===== src/rtl/fsh_pkg.sv =====
package fsh_pkg;

    localparam int FL_ADDR_W = 16;
    localparam int FL_DATA_W = 8;

    localparam logic [FL_ADDR_W-1:0] UNLOCK_A1   = 16'h5555;
    localparam logic [FL_ADDR_W-1:0] UNLOCK_A2   = 16'h2AAA;
    localparam logic [FL_ADDR_W-1:0] BOOT_LAST   = 16'h1FFF;
    localparam logic [FL_ADDR_W-1:0] LOCK_STAT_A = 16'h0002;
    localparam logic [FL_ADDR_W-1:0] LEAVE_ID_A  = 16'h0000;
    localparam logic [FL_DATA_W-1:0] LEAVE_ID_D  = 8'hF0;

    typedef enum logic [1:0] {
        OP_READ  = 2'd0,
        OP_PROG  = 2'd1,
        OP_ERASE = 2'd2,
        OP_LOCKQ = 2'd3
    } op_e;

    typedef enum logic [1:0] {
        E_IDLE,
        E_SETUP,
        E_ACT,
        E_HOLD
    } eng_st_e;

    typedef enum logic [2:0] {
        T_IDLE,
        T_CHECK,
        T_CMD,
        T_POLL,
        T_IDRD,
        T_EXIT,
        T_READ,
        T_DONE
    } host_st_e;

    typedef struct packed {
        logic [FL_ADDR_W-1:0] addr;
        logic [FL_DATA_W-1:0] data;
    } bus_word_t;

    // number of command writes each request emits before polling
    function automatic logic [2:0] seq_len(op_e op);
        case (op)
            OP_PROG:  return 3'd4;
            OP_ERASE: return 3'd6;
            OP_LOCKQ: return 3'd3;
            default:  return 3'd0;
        endcase
    endfunction

    // one step of the unlock/command write sequence
    function automatic bus_word_t seq_word(op_e op, logic [2:0] idx,
                                           logic [FL_ADDR_W-1:0] ta,
                                           logic [FL_DATA_W-1:0] td);
        bus_word_t w;
        w.addr = UNLOCK_A1;
        w.data = 8'hAA;
        case (idx)
            3'd0: begin w.addr = UNLOCK_A1; w.data = 8'hAA; end
            3'd1: begin w.addr = UNLOCK_A2; w.data = 8'h55; end
            3'd2: begin
                w.addr = UNLOCK_A1;
                case (op)
                    OP_PROG:  w.data = 8'hA0;
                    OP_ERASE: w.data = 8'h80;
                    default:  w.data = 8'h90;
                endcase
            end
            3'd3: begin
                if (op == OP_PROG) begin
                    w.addr = ta;
                    w.data = td;
                end else begin
                    w.addr = UNLOCK_A1;
                    w.data = 8'hAA;
                end
            end
            3'd4: begin w.addr = UNLOCK_A2; w.data = 8'h55; end
            default: begin w.addr = UNLOCK_A1; w.data = 8'h10; end
        endcase
        return w;
    endfunction

endpackage


===== src/rtl/fsh_bus_engine.sv =====
module fsh_bus_engine
    import fsh_pkg::*;
#(
    parameter int CNT_W = 4
) (
    input  logic                 clk,
    input  logic                 rst,
    input  logic                 start,
    input  logic                 wr,
    input  logic [FL_ADDR_W-1:0] addr,
    input  logic [FL_DATA_W-1:0] wdata,
    input  logic [CNT_W-1:0]     width,
    output logic                 fin,
    output logic [FL_DATA_W-1:0] rdata,
    output logic [FL_ADDR_W-1:0] fl_addr,
    output logic [FL_DATA_W-1:0] fl_wdata,
    input  logic [FL_DATA_W-1:0] fl_rdata,
    output logic                 fl_ce_n,
    output logic                 fl_oe_n,
    output logic                 fl_we_n,
    output logic                 fl_drive
);

    eng_st_e              st;
    logic [CNT_W-1:0]     cnt;
    logic [CNT_W-1:0]     eff_w;
    logic [FL_ADDR_W-1:0] addr_q;
    logic [FL_DATA_W-1:0] wd_q;
    logic                 wr_q;
    logic [FL_DATA_W-1:0] rd_q;

    assign eff_w = (width == '0) ? CNT_W'(1) : width;

    always_ff @(posedge clk) begin
        if (rst) begin
            st     <= E_IDLE;
            cnt    <= '0;
            addr_q <= '0;
            wd_q   <= '0;
            wr_q   <= 1'b0;
            rd_q   <= '0;
        end else begin
            case (st)
                E_IDLE: begin
                    if (start) begin
                        addr_q <= addr;
                        wd_q   <= wdata;
                        wr_q   <= wr;
                        st     <= E_SETUP;
                    end
                end
                E_SETUP: begin
                    cnt <= CNT_W'(1);
                    st  <= E_ACT;
                end
                E_ACT: begin
                    if (cnt == eff_w) begin
                        if (!wr_q) rd_q <= fl_rdata;
                        st <= E_HOLD;
                    end else begin
                        cnt <= cnt + CNT_W'(1);
                    end
                end
                default: st <= E_IDLE;
            endcase
        end
    end

    assign fin      = (st == E_HOLD);
    assign rdata    = rd_q;
    assign fl_addr  = addr_q;
    assign fl_wdata = wd_q;
    assign fl_ce_n  = (st == E_IDLE);
    assign fl_we_n  = !((st == E_ACT) && wr_q);
    assign fl_oe_n  = !((st == E_ACT) && !wr_q);
    assign fl_drive = wr_q && (st != E_IDLE);

endmodule


===== src/rtl/fsh_poll_judge.sv =====
module fsh_poll_judge (
    input  logic toggle_mode,
    input  logic rd7,
    input  logic rd6,
    input  logic exp7,
    input  logic prev_vld,
    input  logic prev6,
    output logic complete
);

    always_comb begin
        if (toggle_mode) complete = prev_vld && (rd6 == prev6);
        else             complete = (rd7 == exp7);
    end

endmodule


===== src/rtl/fsh_poll_timer.sv =====
module fsh_poll_timer #(
    parameter int W = 16
) (
    input  logic         clk,
    input  logic         rst,
    input  logic         clear,
    input  logic         tick,
    input  logic [W-1:0] limit,
    output logic         last
);

    logic [W-1:0] cnt;
    logic [W-1:0] eff;

    assign eff  = (limit == '0) ? W'(1) : limit;
    assign last = ({1'b0, cnt} + (W+1)'(1)) >= {1'b0, eff};

    always_ff @(posedge clk) begin
        if (rst || clear)              cnt <= '0;
        else if (tick && cnt != '1)    cnt <= cnt + W'(1);
    end

endmodule


===== src/rtl/flash_seq_host.sv =====
module flash_seq_host
    import fsh_pkg::*;
#(
    parameter int WE_CNT_W   = 4,
    parameter int POLL_CNT_W = 16
) (
    input  logic                  clk,
    input  logic                  rst,
    input  logic                  req_valid,
    input  logic [1:0]            req_op,
    input  logic [FL_ADDR_W-1:0]  req_addr,
    input  logic [FL_DATA_W-1:0]  req_data,
    input  logic                  req_toggle,
    input  logic [WE_CNT_W-1:0]   cfg_we_cycles,
    input  logic [POLL_CNT_W-1:0] cfg_max_polls,
    output logic                  idle,
    output logic                  done,
    output logic                  err,
    output logic [FL_DATA_W-1:0]  rd_data,
    output logic [FL_ADDR_W-1:0]  fl_addr,
    output logic [FL_DATA_W-1:0]  fl_wdata,
    input  logic [FL_DATA_W-1:0]  fl_rdata,
    output logic                  fl_ce_n,
    output logic                  fl_oe_n,
    output logic                  fl_we_n,
    output logic                  fl_drive
);

    host_st_e             st;
    op_e                  op_q;
    logic [FL_ADDR_W-1:0] addr_q;
    logic [FL_DATA_W-1:0] data_q;
    logic                 tog_q;
    logic [2:0]           step;
    logic                 issued;
    logic                 prev_vld;
    logic                 prev6;
    logic                 lock_q;
    logic                 err_q;
    logic [FL_DATA_W-1:0] rdata_o;

    logic                 eng_start;
    logic                 eng_wr;
    logic [FL_ADDR_W-1:0] eng_addr;
    logic [FL_DATA_W-1:0] eng_wdata;
    logic                 eng_fin;
    logic [FL_DATA_W-1:0] eng_rd;
    logic                 poll_ok;
    logic                 poll_last;
    bus_word_t            cmd_w;
    op_e                  req_op_e;

    assign req_op_e = op_e'(req_op);
    assign cmd_w    = seq_word(op_q, step, addr_q, data_q);

    // bus request for the current state
    always_comb begin
        eng_start = 1'b0;
        eng_wr    = 1'b0;
        eng_addr  = addr_q;
        eng_wdata = data_q;
        case (st)
            T_CHECK, T_POLL, T_READ: eng_start = !issued;
            T_CMD: begin
                eng_start = !issued;
                eng_wr    = 1'b1;
                eng_addr  = cmd_w.addr;
                eng_wdata = cmd_w.data;
            end
            T_IDRD: begin
                eng_start = !issued;
                eng_addr  = LOCK_STAT_A;
            end
            T_EXIT: begin
                eng_start = !issued;
                eng_wr    = 1'b1;
                eng_addr  = LEAVE_ID_A;
                eng_wdata = LEAVE_ID_D;
            end
            default: ;
        endcase
    end

    fsh_bus_engine #(.CNT_W(WE_CNT_W)) u_eng (
        .clk      (clk),
        .rst      (rst),
        .start    (eng_start),
        .wr       (eng_wr),
        .addr     (eng_addr),
        .wdata    (eng_wdata),
        .width    (cfg_we_cycles),
        .fin      (eng_fin),
        .rdata    (eng_rd),
        .fl_addr  (fl_addr),
        .fl_wdata (fl_wdata),
        .fl_rdata (fl_rdata),
        .fl_ce_n  (fl_ce_n),
        .fl_oe_n  (fl_oe_n),
        .fl_we_n  (fl_we_n),
        .fl_drive (fl_drive)
    );

    fsh_poll_judge u_judge (
        .toggle_mode (tog_q),
        .rd7         (eng_rd[7]),
        .rd6         (eng_rd[6]),
        .exp7        (data_q[7]),
        .prev_vld    (prev_vld),
        .prev6       (prev6),
        .complete    (poll_ok)
    );

    fsh_poll_timer #(.W(POLL_CNT_W)) u_timer (
        .clk   (clk),
        .rst   (rst),
        .clear (st == T_IDLE),
        .tick  ((st == T_POLL) && eng_fin),
        .limit (cfg_max_polls),
        .last  (poll_last)
    );

    always_ff @(posedge clk) begin
        if (rst) begin
            st       <= T_IDLE;
            op_q     <= OP_READ;
            addr_q   <= '0;
            data_q   <= '0;
            tog_q    <= 1'b0;
            step     <= '0;
            issued   <= 1'b0;
            prev_vld <= 1'b0;
            prev6    <= 1'b0;
            lock_q   <= 1'b0;
            err_q    <= 1'b0;
            rdata_o  <= '0;
        end else begin
            if (eng_start)    issued <= 1'b1;
            else if (eng_fin) issued <= 1'b0;

            case (st)
                T_IDLE: begin
                    if (req_valid) begin
                        op_q     <= req_op_e;
                        addr_q   <= req_addr;
                        data_q   <= req_data;
                        tog_q    <= (req_op_e == OP_ERASE) ? 1'b1 : req_toggle;
                        step     <= '0;
                        prev_vld <= 1'b0;
                        err_q    <= 1'b0;
                        case (req_op_e)
                            OP_READ: st <= T_READ;
                            OP_PROG: begin
                                if (lock_q && req_addr <= BOOT_LAST) begin
                                    err_q <= 1'b1;
                                    st    <= T_DONE;
                                end else begin
                                    st <= T_CHECK;
                                end
                            end
                            default: st <= T_CMD;
                        endcase
                    end
                end
                T_CHECK: begin
                    if (eng_fin) begin
                        if ((data_q & ~eng_rd) != '0) begin
                            err_q <= 1'b1;
                            st    <= T_DONE;
                        end else begin
                            st <= T_CMD;
                        end
                    end
                end
                T_CMD: begin
                    if (eng_fin) begin
                        if (step == seq_len(op_q) - 3'd1) begin
                            step <= '0;
                            st   <= (op_q == OP_LOCKQ) ? T_IDRD : T_POLL;
                        end else begin
                            step <= step + 3'd1;
                        end
                    end
                end
                T_POLL: begin
                    if (eng_fin) begin
                        prev_vld <= 1'b1;
                        prev6    <= eng_rd[6];
                        if (poll_ok) begin
                            st <= T_DONE;
                        end else if (poll_last) begin
                            err_q <= 1'b1;
                            st    <= T_DONE;
                        end
                    end
                end
                T_IDRD: begin
                    if (eng_fin) begin
                        rdata_o <= {7'b0, eng_rd[0]};
                        lock_q  <= eng_rd[0];
                        st      <= T_EXIT;
                    end
                end
                T_EXIT: begin
                    if (eng_fin) st <= T_DONE;
                end
                T_READ: begin
                    if (eng_fin) begin
                        rdata_o <= eng_rd;
                        st      <= T_DONE;
                    end
                end
                default: st <= T_IDLE;
            endcase
        end
    end

    assign idle    = (st == T_IDLE);
    assign done    = (st == T_DONE);
    assign err     = (st == T_DONE) && err_q;
    assign rd_data = rdata_o;

endmodule


===== config.mk =====
export PLATFORM = sky130hd
export DESIGN_NAME = flash_seq_host
export DESIGN_NICKNAME = d
export VERILOG_FILES = /design/src/rtl/fsh_pkg.sv /design/src/rtl/fsh_bus_engine.sv /design/src/rtl/fsh_poll_judge.sv /design/src/rtl/fsh_poll_timer.sv /design/src/rtl/flash_seq_host.sv
export SDC_FILE = /design/constraint.sdc
export NUM_CORES = 1
export LEC_CHECK = 0
export BUFFER_PORTS_ARGS = -buffer_cell sky130_fd_sc_hd__buf_2
export CAP_MARGIN = 20
export CORE_UTILIZATION = 61
export DETAILED_ROUTE_END_ITERATION = 6
export GPL_TIMING_DRIVEN = 0
export PLACE_DENSITY_LB_ADDON = 0.1
export SLEW_MARGIN = 20
export SYNTH_ARGS = -nofsm -noshare
export SYNTH_HDL_FRONTEND = slang
export SYNTH_HIERARCHICAL = 1
export SYNTH_SLANG_ARGS = --single-unit

===== constraint.sdc =====
create_clock -name clk -period 6 [get_ports clk]
set_input_delay 0.6 -clock clk [delete_from_list [all_inputs] [get_ports clk]]
set_output_delay 0.6 -clock clk [all_outputs]
set_load 0.005 [all_outputs]

# [Word-level counts from Yosys, hierarchy flattened]
# Cells that the tools add are included.
[word_totals] reg_bits=101 out_inout_bits=39 word_cells=166
[op_classes] addsub=5 order_cmp=2 eq_ne=39 muxes=55 n_bitwise=3 reduce_logical=43
[ops] operator="case mux 24 bit (4 select lines)" count=1
[ops] operator="2-to-1 mux 3 bit" count=18
[ops] operator="case mux 16 bit (3 select lines)" count=1
[ops] operator="case mux 8 bit (2 select lines)" count=2
[ops] operator="2-to-1 mux 24 bit" count=1
[ops] operator="inequality test 2 bit, second input constant" count=11
[ops] operator="case mux 3 bit (6 select lines)" count=1
[ops] operator="adder 16 x 1 -> 17 bit, second input constant" count=1
[ops] operator="greater-or-equal comparator 17 x 16 -> 1 bit" count=1
[ops] operator="adder 16 x 1 -> 16 bit, second input constant" count=1
[ops] operator="less-or-equal comparator 16 x 13 -> 1 bit, second input constant" count=1
[ops] operator="zero test 16 bit" count=1
[ops] operator="2-to-1 mux 1 bit" count=16
[ops] operator="2-to-1 mux 16 bit" count=1
[ops] operator="2-to-1 mux 8 bit" count=2
[ops] operator="inequality test 16 bit, second input constant" count=1
[ops] operator="equality test 3 bit, second input constant" count=5
[ops] operator="equality test 3 x 2 -> 1 bit, second input constant" count=4
[ops] operator="case mux 3 bit (2 select lines)" count=2
[ops] operator="case mux 6 bit (2 select lines)" count=1
[ops] operator="AND reduction 2 bit" count=6
[ops] operator="AND reduction 3 bit" count=4
[ops] operator="nonzero test 2 bit" count=6
[ops] operator="equality test 2 bit, second input constant" count=5
[ops] operator="32 further kinds" count=54

# [Logic depth before layout (Yosys ltp)]
[depth] word_depth=10 ltp_mapped=16 ltp_nobuf=15

# [Hierarchy]
# The synthesis kept the hierarchy.
[by_module_without_submodules] mod="flash_seq_host" n_inst=1 cells_each=342 area_per_inst_um2=2598.7 seq_area_each_um2=920.9
[by_module_without_submodules] mod="fsh_bus_engine" n_inst=1 cells_each=205 area_per_inst_um2=1700.4 seq_area_each_um2=780.7
[by_module_without_submodules] mod="fsh_poll_timer" n_inst=1 cells_each=186 area_per_inst_um2=1466.4 seq_area_each_um2=320.3
[by_module_without_submodules] mod="fsh_poll_judge" n_inst=1 cells_each=4 area_per_inst_um2=27.5 seq_area_each_um2=0.0

# [Least setup slack after synthesis]
# Ideal clock, no wire load.
[synth_path] path_kind="register -> register" startpoint="reg u_timer.cnt[0]" endpoint="reg st[1] (netlist name)" setup_ps=70 arrival_ps=3287 required_time_ps=5930 setup_slack_ps=2642 path_stages_with_launch=17 period_less_slack_ps=3358 cell_sequence="dfxtp_1 -> ha_1 -> nand3_4 -> or3_2 -> clkbuf_1 -> nor2_1 -> xor2_1 -> ha_1 -> nand4_1 -> or3_1 -> o2bb2ai_1 -> or4_1 -> nor2_1 -> a31oi_1 -> nor2_2 -> or3_1 -> a21oi_1"
[synth_rtl] item="start: declaration" line_no="fsh_poll_timer.sv:12" rtl="logic [W-1:0] cnt;"
[synth_rtl] item="start signal: assignment" line_no="fsh_poll_timer.sv:20" rtl="else if (tick && cnt != '1) cnt <= cnt + W'(1);"

==> metrics.log <==
[metrics] top cells by area, synth: sky130_fd_sc_hd__dfxtp_1 (35%), sky130_fd_sc_hd__nand2_1 (8.7%), sky130_fd_sc_hd__a21oi_1 (8.0%), sky130_fd_sc_hd__ha_1 (6.7%), sky130_fd_sc_hd__inv_1 (2.5%)
[metrics] Hold Path Stages: 3
[metrics] insertion delay of the later-clocked pin in the worst-skew pair: 0.38 ns
[metrics] critical path class: flop to flop
[metrics] total die area: 9890 µm²
[metrics] number of buffers on the longest clock path: 2
[metrics] sequential area share after synthesis: 34.9%
[metrics] number of hold-slack violations in the final timing report: 0
[metrics] share of final-layout standard cells stronger than drive strength 1: 18.3%
[metrics] routed wire length: between 15 and 20 mm
[metrics] final worst clock skew: 0.0174 ns
[metrics] overall fraction of global-route tracks in use: 31.2%
[metrics] drc violations: 0
[metrics] average vias per placed instance: 5.80
[metrics] Hold Path Sink: addr_q[11]
[metrics] actual transition at the worst max-transition pin: roughly 0.75 ns
[metrics] arrival time of the worst setup path: 4.19 ns
[metrics] number of cells traversed by the worst register-to-register path: 16
[metrics] worst reg2reg setup slack: ~2.1 ns
[metrics] Min Hold Slack: 0.440 ns
[metrics] worst min-delay path category: input pin to flop
[metrics] HPWL after DPL: 11.5 mm
[metrics] first element of the critical path: u_timer/cnt[0]
[metrics] Final ANT Viol Nets: 0
[metrics] synthesized-area fraction occupied by ao, oa, aoi and oai cells: 21.0%
[metrics] Gate power share: 43.7%
[metrics] multiplexer share of the synthesized area: 2.07%
[metrics] global-route wire length before repair: 24.5 mm
[metrics] Synth top area share: 34.9%
[metrics] Overall Power: between 2000 and 2500 µW
[metrics] number of optimization iterations in the first detailed-route pass: 5
[metrics] Worst path top cell family by delay: simple AND/OR/NAND/NOR gates
[metrics] Fin Setup TNS: 0 ns
[metrics] max-slew violation count: 0
[metrics] yosys synthesis warning count: 6
[metrics] kind of end point of the critical path: flop
[metrics] Largest stage delay, worst path: 0.44 ns
[metrics] combined flip-flop and latch cell area: 2020 µm²
[metrics] Starting Density: 62.7%
[metrics] # placed instances: 962
[metrics] Area Growth Syn to Fin: 14.8%
[metrics] cell area after synthesis: 5790 µm²
[metrics] simple logic cell fraction of the synthesized area: 25.5%
[metrics] number of DRC violations after detailed-routing iteration 0: roughly 270
[metrics] Switching Share: 43.3%
[metrics] Net Switching: ~1000 µW
[metrics] worst-case vdd ir drop: approximately 0.00028 V
[metrics] clock root buffer: sky130_fd_sc_hd__clkbuf_8
[metrics] clock network fraction of design power: 19.4%
[metrics] post-synth cell types: 77
[metrics] most frequent cells in the layout: sky130_fd_sc_hd__nand2_1 (135), sky130_fd_sc_hd__buf_2 (102), sky130_fd_sc_hd__dfxtp_1 (101)
[metrics] share of the clock period used by the worst path after layout: 64.5%
[metrics] proportion of synthesized flip-flops having asynchronous set or reset: 0%
[metrics] Layout fillers: 779
[metrics] count of instances resized after the clock tree is built: 0
[metrics] largest family of logic cells by synthesized area: simple AND/OR/NAND/NOR gates
[metrics] sum of buffers and inverters on the critical path: 1
[metrics] share of the synthesized netlist area taken by xor and xnor gates: 3.33%
[metrics] Post-CTS Setup Bufs: 0
[metrics] area used by multi-input combinational logic: ~3400 µm²
[metrics] Nets: 933
[metrics] total vias in the final route: ~5700
[metrics] min cycle time layout: 3.87 ns
[metrics] number of top-level pins: between 90 and 100
[metrics] power density cells: 347 nW/µm²
[metrics] number of violations of the max-capacitance limit: 0
[metrics] share of power burned in registers: 36.9%
[metrics] total clock buffers created by CTS: 9
[metrics] Synthesized Nets: 826
[metrics] Routability Congestion: 0.895
[metrics] H-tree depth: 3
[metrics] Clk pin slew, worst setup/hold paths: 0.11 ns
[metrics] per-instance average area after synthesis: a little under 8 µm²
[metrics] leading cell type in the layout, fill and taps excluded: sky130_fd_sc_hd__nand2_1
[metrics] Worst EP required: 6.32 ns
[metrics] flip-flop and latch count after synthesis: 101
[metrics] origin of the critical flop-to-flop path: u_timer/cnt[0]
[metrics] num rows: 35
[metrics] GRT overflow: 0
[metrics] Num Clock Sinks: 101
[metrics] capturing point of the worst reg2reg path: st[1]
[metrics] cell internal power dissipation: approximately 1300 µW
[metrics] final non-filler cell total: roughly 1000
[metrics] Lkg Pwr: between 0.002 and 0.003 µW
[metrics] element type at the critical path start: flop
[metrics] Worst Min Path Start: req_addr[11]
[metrics] Antenna diodes: 0
[metrics] Final Util: 72.0%
[metrics] number of synthesized flops with an enable pin: 0
[metrics] library cell with the largest summed area after synthesis: sky130_fd_sc_hd__dfxtp_1
[metrics] cell count after synthesis: 737
[metrics] run status: finished clean
[metrics] largest fanout on the critical path: 7
[metrics] placeable core area: 9240 µm²
[metrics] fraction of the mapped netlist area in adder cells: 6.70%
[metrics] cell at the slowest stage of the critical path: sky130_fd_sc_hd__dfxtp_1
[metrics] tightest slew margin relative to the limit: between 40% and 50%
[metrics] initial antenna violation count: 0
[metrics] worst path cell trace: ha_1 > nand3_4 > or3_2 > clkbuf_1 > nor2_1 > xor2_1 > ha_1 > nand4_1 > or3_1 > o2bb2ai_1 > or4_1 > nor2_1 > a31oi_1 > nor2_2 > or3_1 > a21oi_1
[metrics] maximum achievable frequency: 259 MHz
[metrics] dominant register cell in the synthesized netlist: sky130_fd_sc_hd__dfxtp_1
[metrics] Die Y: 99.5 µm
[metrics] Chip Width: 99.5 µm
[metrics] RSZ-0062 raised after global routing: false
[metrics] setup-violating endpoint count in the final report: 0
[metrics] hold buffer count at cts: 0
[metrics] maximum number of pins on one net before global-route repair: 22
[metrics] DR WL/cell: 15.5 µm
[metrics] via count of the first global-routing pass: 5195
[metrics] clock tree from TritonCTS: yes
[metrics] number of buffer cells added on primary ports: 96
[cells by family (layout without fill, tap and decap cells)]
kind of cell	after synthesis	in the layout
XOR/XNOR	22	22
multiplexers	12	12
AO/OA/AOI/OAI	192	192
flip-flops	101	101
AND/OR/NAND/NOR	296	296
buffers and inverters	83	195
adder cells (fa/ha/maj)	31	31
[worst min-delay path: stages]
cell and delay [ns]:
sky130_fd_sc_hd__buf_2 0.10, sky130_fd_sc_hd__nand2_1 0.04, sky130_fd_sc_hd__a21oi_1 0.05
[synthesized netlist by cell type, types with 4 or more instances]
cell and n:
sky130_fd_sc_hd__nand2_1 135, sky130_fd_sc_hd__dfxtp_1 101, sky130_fd_sc_hd__a21oi_1 93, sky130_fd_sc_hd__inv_1 39, sky130_fd_sc_hd__nor2_1 36, sky130_fd_sc_hd__ha_1 31, sky130_fd_sc_hd__clkbuf_1 23, sky130_fd_sc_hd__nand2b_1 22
sky130_fd_sc_hd__nand3_1 21, sky130_fd_sc_hd__a21o_1 18, sky130_fd_sc_hd__o21ai_0 15, sky130_fd_sc_hd__xnor2_1 14, sky130_fd_sc_hd__mux2i_1 12, sky130_fd_sc_hd__nor3_1 10, sky130_fd_sc_hd__nand4_1 9, sky130_fd_sc_hd__or4_1 9
sky130_fd_sc_hd__o31ai_1 8, sky130_fd_sc_hd__xor2_1 8, sky130_fd_sc_hd__o21ai_1 7, sky130_fd_sc_hd__or3_1 7, sky130_fd_sc_hd__a31oi_1 6, sky130_fd_sc_hd__and3_1 6, sky130_fd_sc_hd__buf_2 6, sky130_fd_sc_hd__nor2b_1 6
sky130_fd_sc_hd__nor4_1 6, sky130_fd_sc_hd__and2_1 5, sky130_fd_sc_hd__o22ai_1 5, sky130_fd_sc_hd__a211oi_1 4, sky130_fd_sc_hd__a22o_1 4, sky130_fd_sc_hd__a22oi_1 4
[flip-flops by register name, summed over array words and instances (netlist names), 2 cells and up]
name            count
u_eng/st            2
u_eng/fl_wdata      8
rd_data             8
u_eng/rdata         8
u_eng/fl_addr      16
addr_q             16
st                  3
step                3
u_eng/cnt           4
u_timer/cnt        16
op_q                2
data_q              8
[cell type report]
cell class	instances	share of cell area (%)
repair buffers	96	7.22
clock buffers	9	1.86
multi-input cells	553	51.1
clock inverters	7	1.30
flip-flops and latches	101	30.4
well taps	129	2.43
inverters	45	2.78
plain buffers	38	2.88
[power by group through the flow]
stage | clock network (µW) | logic (µW) | registers [µW]
floorplan | 0 | 703 | 849
global placement | 0 | 962 | 858
detailed placement | 0 | 984 | 863
CTS | 451 | 991 | 849
global route | 478 | 1110 | 862
finish | 448 | 1010 | 850
[layer usage]
layer,vias to the layer above,GRT usage [%],share of wire (%)
met3,19,4.64,6.8
li1,2783,-,-
met5,-,0,0
met2,226,52.0,47
met4,0,8.48,1.4
met1,2643,42.2,45
[how the worst max path moves through the flow]
stage | end | slack (ns) | cells past startpoint
floorplan | st[1] | 2.64 | 16
global placement | st[1] | 2.28 | 16
detailed placement | st[1] | 2.18 | 16
CTS | st[1] | 2.14 | 16
global route | st[1] | 1.85 | 16
finish | st[1] | 2.13 | 16
[stage by stage]
stage | setup WS (ns) | instance area [µm²]
global placement | 2.28 | 6430
detailed placement | 2.18 | 6430
finish | 2.13 | 6650
floorplan | 2.64 | 5790
global route | 1.85 | 6650
CTS | 2.14 | 6650
No activity file was read; power rests on OpenSTA's default activity.
